**src/rtl/tbf_pkg.sv**
```systemverilog
`timescale 1ns/1ps
package tbf_pkg;
  localparam int WORD_W = 32;
  localparam int LANES  = WORD_W / 8;

  typedef enum logic [3:0] {
    KIND_DATA  = 4'b0001,
    KIND_CRC   = 4'b0010,
    KIND_ABORT = 4'b0100,
    KIND_IDLE  = 4'b1000
  } kind_t;

  // One word through the CRC, most significant bit first
  function automatic logic [WORD_W-1:0] crc_word(input logic [WORD_W-1:0] seed,
                                                 input logic [WORD_W-1:0] d,
                                                 input logic [WORD_W-1:0] poly);
    logic [WORD_W-1:0] c;
    c = seed;
    for (int i = WORD_W - 1; i >= 0; i--) begin
      if (c[WORD_W-1] ^ d[i]) c = {c[WORD_W-2:0], 1'b0} ^ poly;
      else                    c = {c[WORD_W-2:0], 1'b0};
    end
    return c;
  endfunction

  // High when a byte and its parity bit hold an even count of ones
  function automatic logic lane_bad(input logic [7:0] b, input logic p);
    return ~(^{b, p});
  endfunction
endpackage

```
**src/rtl/tbf_gap_ctrl.sv**
```systemverilog
`timescale 1ns/1ps
module tbf_gap_ctrl (
  input  logic clk,
  input  logic rst_n,
  input  logic idle_req,
  input  logic crc_gen_en,
  output logic data_slot,
  output logic burst_start,
  output logic first_idle,
  output logic crc_slot,
  output logic abort_slot,
  output logic short_gap
);
  // run: 0 = last cycle was data, 1 = one idle cycle, 2 = two or more
  logic [1:0] run_q;
  logic       crc_sent_q;

  assign data_slot   = !idle_req;
  assign burst_start = data_slot && (run_q != 2'd0);
  assign first_idle  = idle_req && (run_q == 2'd0);
  assign crc_slot    = first_idle && crc_gen_en;
  assign abort_slot  = (first_idle && !crc_gen_en) ||
                       (idle_req && (run_q == 2'd1) && crc_sent_q);
  assign short_gap   = data_slot && (run_q == 2'd1) && crc_sent_q;

  always_ff @(posedge clk or negedge rst_n) begin
    if (!rst_n) begin
      run_q      <= 2'd2;
      crc_sent_q <= 1'b0;
    end else if (idle_req) begin
      if (run_q != 2'd2) run_q <= run_q + 2'd1;
      if (first_idle)    crc_sent_q <= crc_gen_en;
    end else begin
      run_q <= 2'd0;
    end
  end
endmodule

```
**src/rtl/tbf_crc_unit.sv**
```systemverilog
`timescale 1ns/1ps
module tbf_crc_unit #(
  parameter logic [31:0] POLY = 32'h04C1_1DB7
) (
  input  logic                       clk,
  input  logic                       rst_n,
  input  logic                       data_slot,
  input  logic                       burst_start,
  input  logic [tbf_pkg::WORD_W-1:0] data_in,
  output logic [tbf_pkg::WORD_W-1:0] crc_tx,
  output logic                       check_fail
);
  localparam int W = tbf_pkg::WORD_W;
  localparam logic [W-1:0] PRESET = '1;

  logic [W-1:0] run_q, before_q, last_q, base;

  assign base       = burst_start ? PRESET : run_q;
  assign crc_tx     = ~run_q;
  assign check_fail = (last_q != ~before_q);

  always_ff @(posedge clk or negedge rst_n) begin
    if (!rst_n) begin
      run_q    <= PRESET;
      before_q <= PRESET;
      last_q   <= '0;
    end else if (data_slot) begin
      run_q    <= tbf_pkg::crc_word(base, data_in, POLY);
      before_q <= base;
      last_q   <= data_in;
    end
  end
endmodule

```
**src/rtl/tbf_par_check.sv**
```systemverilog
`timescale 1ns/1ps
module tbf_par_check (
  input  logic [tbf_pkg::WORD_W-1:0] data_in,
  input  logic [tbf_pkg::LANES-1:0]  par_in,
  output logic                       any_bad
);
  logic [tbf_pkg::LANES-1:0] lane_bad;

  for (genvar k = 0; k < tbf_pkg::LANES; k++) begin : g_lane
    assign lane_bad[k] = tbf_pkg::lane_bad(data_in[8*k +: 8], par_in[k]);
  end

  assign any_bad = |lane_bad;
endmodule

```
**src/rtl/tx_burst_framer.sv**
```systemverilog
`timescale 1ns/1ps
module tx_burst_framer #(
  parameter logic [31:0] POLY = 32'h04C1_1DB7
) (
  input  logic        clk,
  input  logic        rst_n,
  input  logic [31:0] data_in,
  input  logic [3:0]  par_in,
  input  logic        idle_req,
  input  logic        crc_gen_en,
  output logic [31:0] out_word,
  output logic [3:0]  out_kind,
  output logic        crc_err,
  output logic        par_err,
  output logic        proto_err
);
  import tbf_pkg::*;

  logic data_slot, burst_start, first_idle, crc_slot, abort_slot, short_gap;
  logic check_fail, any_bad;
  logic [WORD_W-1:0] crc_tx;

  tbf_gap_ctrl u_gap (
    .clk(clk), .rst_n(rst_n), .idle_req(idle_req), .crc_gen_en(crc_gen_en),
    .data_slot(data_slot), .burst_start(burst_start), .first_idle(first_idle),
    .crc_slot(crc_slot), .abort_slot(abort_slot), .short_gap(short_gap)
  );

  tbf_crc_unit #(.POLY(POLY)) u_crc (
    .clk(clk), .rst_n(rst_n), .data_slot(data_slot), .burst_start(burst_start),
    .data_in(data_in), .crc_tx(crc_tx), .check_fail(check_fail)
  );

  tbf_par_check u_par (.data_in(data_in), .par_in(par_in), .any_bad(any_bad));

  always_ff @(posedge clk or negedge rst_n) begin
    if (!rst_n) begin
      out_word  <= '0;
      out_kind  <= KIND_IDLE;
      crc_err   <= 1'b0;
      par_err   <= 1'b0;
      proto_err <= 1'b0;
    end else begin
      if (data_slot) begin
        out_word <= data_in;
        out_kind <= KIND_DATA;
      end else if (crc_slot) begin
        out_word <= crc_tx;
        out_kind <= KIND_CRC;
      end else if (abort_slot) begin
        out_word <= '0;
        out_kind <= KIND_ABORT;
      end else begin
        out_word <= '0;
        out_kind <= KIND_IDLE;
      end
      crc_err   <= first_idle && !crc_gen_en && check_fail;
      par_err   <= data_slot && any_bad;
      proto_err <= short_gap;
    end
  end
endmodule

```
**config.mk**
```make
export PLATFORM = sky130hd
export DESIGN_NAME = tx_burst_framer
export DESIGN_NICKNAME = d
export VERILOG_FILES = /design/src/rtl/tbf_pkg.sv /design/src/rtl/tbf_gap_ctrl.sv /design/src/rtl/tbf_crc_unit.sv /design/src/rtl/tbf_par_check.sv /design/src/rtl/tx_burst_framer.sv
export SDC_FILE = /design/constraint.sdc
export NUM_CORES = 1
export LEC_CHECK = 0
export BUFFER_PORTS_ARGS = -buffer_cell sky130_fd_sc_hd__buf_2
export CORE_MARGIN = 1
export CORE_UTILIZATION = 55
export CTS_CLUSTER_DIAMETER = 60
export DETAILED_ROUTE_END_ITERATION = 16
export PLACE_DENSITY = 0.8
export REMOVE_ABC_BUFFERS = 1
export SLEW_MARGIN = 10
export SYNTH_ARGS = -nofsm -noshare
export SYNTH_HDL_FRONTEND = slang
export SYNTH_HIERARCHICAL = 1
export SYNTH_SLANG_ARGS = --single-unit
```
**constraint.sdc**
```tcl
create_clock -name clk -period 3.86 [get_ports clk]
set_input_delay 0.579 -clock clk [delete_from_list [all_inputs] [get_ports clk]]
set_output_delay 0.579 -clock clk [all_outputs]
set_load 0.01 [all_outputs]
```
==> flow_summary.toml <==
[setup_path]
cp-start-kind = "flip-flop"
end_kind = "flip-flop"
r2r-start = "u_gap/run_q[1]"
worstPathArrival_ns = 4.65
r2r_cells = 17
critPathKind = "reg2reg"
r2r-end = "u_crc/run_q[12]"
critPathRequiredTime_ns = 4.20
r2r_setup_slack_ns = -0.45
cp_max_fo = 6

[drt]
wl_per_cell_um = 25.6
wl_um = 34600
firstDrtPassIters = 7
dr_total_vias = 7945
viasPerCell = 5.88
drc_errors = 0
ant_nets = 0
drt_iter0_markers = 854

[grt]
grt_pass1_vias = 7689
grt_first_pass_wirelength_um = 44300
grt_max_degree = 119
antenna_found_initial = 0
grt_usage = 0.339
grt-ovfl-total = 0

[synth]
synth_area_leaders = "dfrtp_1, xnor2_1, dfstp_2, xor2_1, xnor3_1"
syn_avg_cell_area_um2 = 11.3
synth_top_area_share = 0.187
synthArstFlopShare = 1.00
yosys_warnings = 6
synthCells = 849
yosysUniqueCellTypes = 38
synth-edff-count = 0
yosysTopAreaCell = "dfrtp_1"
ys_seq_area_frac = 0.368
syn_area_um2 = 9620
synth-main-ff-cell = "dfrtp_1"
ys_ff_latch = 138

[worst_hold_path]
hold_class = "in2async"

[clock_tree]
clk_pin_slew_ns = 0.07
cts_tree = "yes"
clkSinkCount = 138
cts_inserted_buffers = 17
htreeDepth = 4
clockRootBuffer = "clkbuf_16"
insertion_delay_ns = 0.44
cts_buffer_depth = 2

[placed_design]
dp_hpwl_um = 19900
gp_congestion = 0.969
dpl.cell_count = 1273
io_buffers = 78
placed_area_um2 = 11400

[cells_and_area]
finalNonFillerCells = 1352
area_growth_pct = 40.5
fin_nets = 1162
final_area_um2 = 13500
drive_gt1_frac = 0.519
n_antenna_cell = 0
utilization = 0.803

[timing]
tightest_slew_ns = 1.04
slew_violations = 0
slew_headroom = 0.309
fmax_mhz = 232
skew_ns = 0.0171
hold_viol_final = 0
min_period_ns = 4.31
finalCritPeriodShare = 1.12
timing.final.ws_setup_ns = -0.446
setup_viol = 27
rsz0062_at_grt = "yes"

[job]
cap_violations = 0

[run_status]
status = "finished with violations"
violations = "setup timing"

[floorplanning]
dieArea_um2 = 18000
num_rows = 47
core_area_um2 = 16800
start_util = 0.572
io_pins = 79
die-width_um = 134
fp.dieH_um = 134
## sequential cells by signal, indices dropped and copies added, names as in the netlist
| signal | cells |
|---|---|
| out_word | 32 |
| u_gap/run_q | 2 |
| u_crc/before_q | 32 |
| u_crc/run_q | 32 |
| u_crc/last_q | 32 |
| par_err | 1 |
| u_gap/crc_sent_q | 1 |
| proto_err | 1 |
| out_kind | 4 |
| crc_err | 1 |
## stage by stage
stage                     setup TNS, ns  worst slack [ns]  hold slack (ns)
after floorplan                  -95.05             -2.21            0.283
after global placement            -5.16            -0.290            0.496
after detailed placement          -7.04            -0.409            0.500
after CTS                        -0.112           -0.0326            0.109
after global routing              -7.39            -0.509            0.125
final                             -5.69            -0.446            0.102
## layer usage
layer	track usage	up-vias	part of all wire
met3	0.0752	202	0.083
met4	0.203	0	0.088
met5	0	-	0
li1	-	3264	-
met2	0.553	543	0.47
met1	0.412	3936	0.35
## repair_timing
action,CTS,global route
pin swaps,52,54
hold buffers,0,0
endpoints found under the setup margin,31,31
endpoints found under the hold margin,0,0
gates cloned,2,0
setup buffers,25,24
resized for setup,77,106
## worst max path at each step
stage	from	end	slack [ns]	depth (start not counted)
global route	u_gap/run_q[1]	u_crc/run_q[12]	-0.51	16
global placement	u_gap/run_q[1]	u_crc/run_q[17]	-0.29	15
detailed placement	u_gap/run_q[1]	u_crc/run_q[4]	-0.41	16
floorplan	u_gap/run_q[1]	u_crc/run_q[13]	-2.21	13
CTS	u_gap/run_q[1]	u_crc/run_q[12]	-0.03	19
finish	u_gap/run_q[1]	u_crc/run_q[12]	-0.45	17
## synth_stat cells (16+ instances only)
| master | instances |
|---|---|
| mux2_2 | 34 |
| xnor2_1 | 200 |
| a22o_1 | 31 |
| clkbuf_1 | 16 |
| xnor3_1 | 32 |
| nor2_1 | 110 |
| inv_1 | 36 |
| dfrtp_1 | 72 |
| a21oi_1 | 52 |
| xor2_1 | 86 |
| xnor2_2 | 16 |
| dfstp_2 | 66 |
## final cells by class
class                   count  area, um2
multi-input cells         631       6690
clock buffers              18        439
fillers                   817       3310
clock inverters            14        194
well taps                 220        275
inverters                  36        140
repair buffers            295       2240
flip-flops and latches    138       3540
## cells by family after synthesis
kind of cell | Yosys count | share of synthesized area
xor+xnor | 357 | 0.420
simple gates | 140 | 0.0608
flops | 138 | 0.368
compound gates | 90 | 0.0589
buf+inv | 80 | 0.0410
mux | 41 | 0.0476
fa+ha+maj | 3 | 0.00390
## cells in the final DEF (no fill, tap or decap), drive strengths merged
cell type  Yosys  routed
a21oi         52      52
a22o          31      31
and2           2       2
and3           1       1
buf           28     295
bufinv         0       4
clkbuf        16      18
clkinv         0       7
clkinvlp       0       1
dfrtp         72      72
dfstp         66      66
ha             3       3
inv           36      38
mux2          35      35
mux2i          6       6
nand2         11      11
nand2b         1       1
nand4          9       9
nor2         111     111
nor2b          1       1
nor3           1       1
nor3b          1       1
nor4           2       2
o21ai          7       7
xnor2        222     222
xnor3         38      38
xor2          93      93
xor3           4       4
## critical path, stage by stage, from the launching register on
cell and delay (ns):
dfstp_2 0.56, inv_2 0.06, ha_4 0.16, nor2_4 0.11, buf_12 0.16, buf_8 0.14, nor2_1 0.07, xnor2_2 0.14
buf_6 0.16, xnor3_2 0.50, xor2_2 0.27, xnor3_2 0.62, xnor2_4 0.31, xor2_4 0.23, xor2_2 0.23, buf_4 0.17
xnor2_1 0.07, mux2i_1 0.23
Power is left out: the tool's default activity adds up to more than one toggle a clock period on the data nets, which glitch-free logic cannot reach.
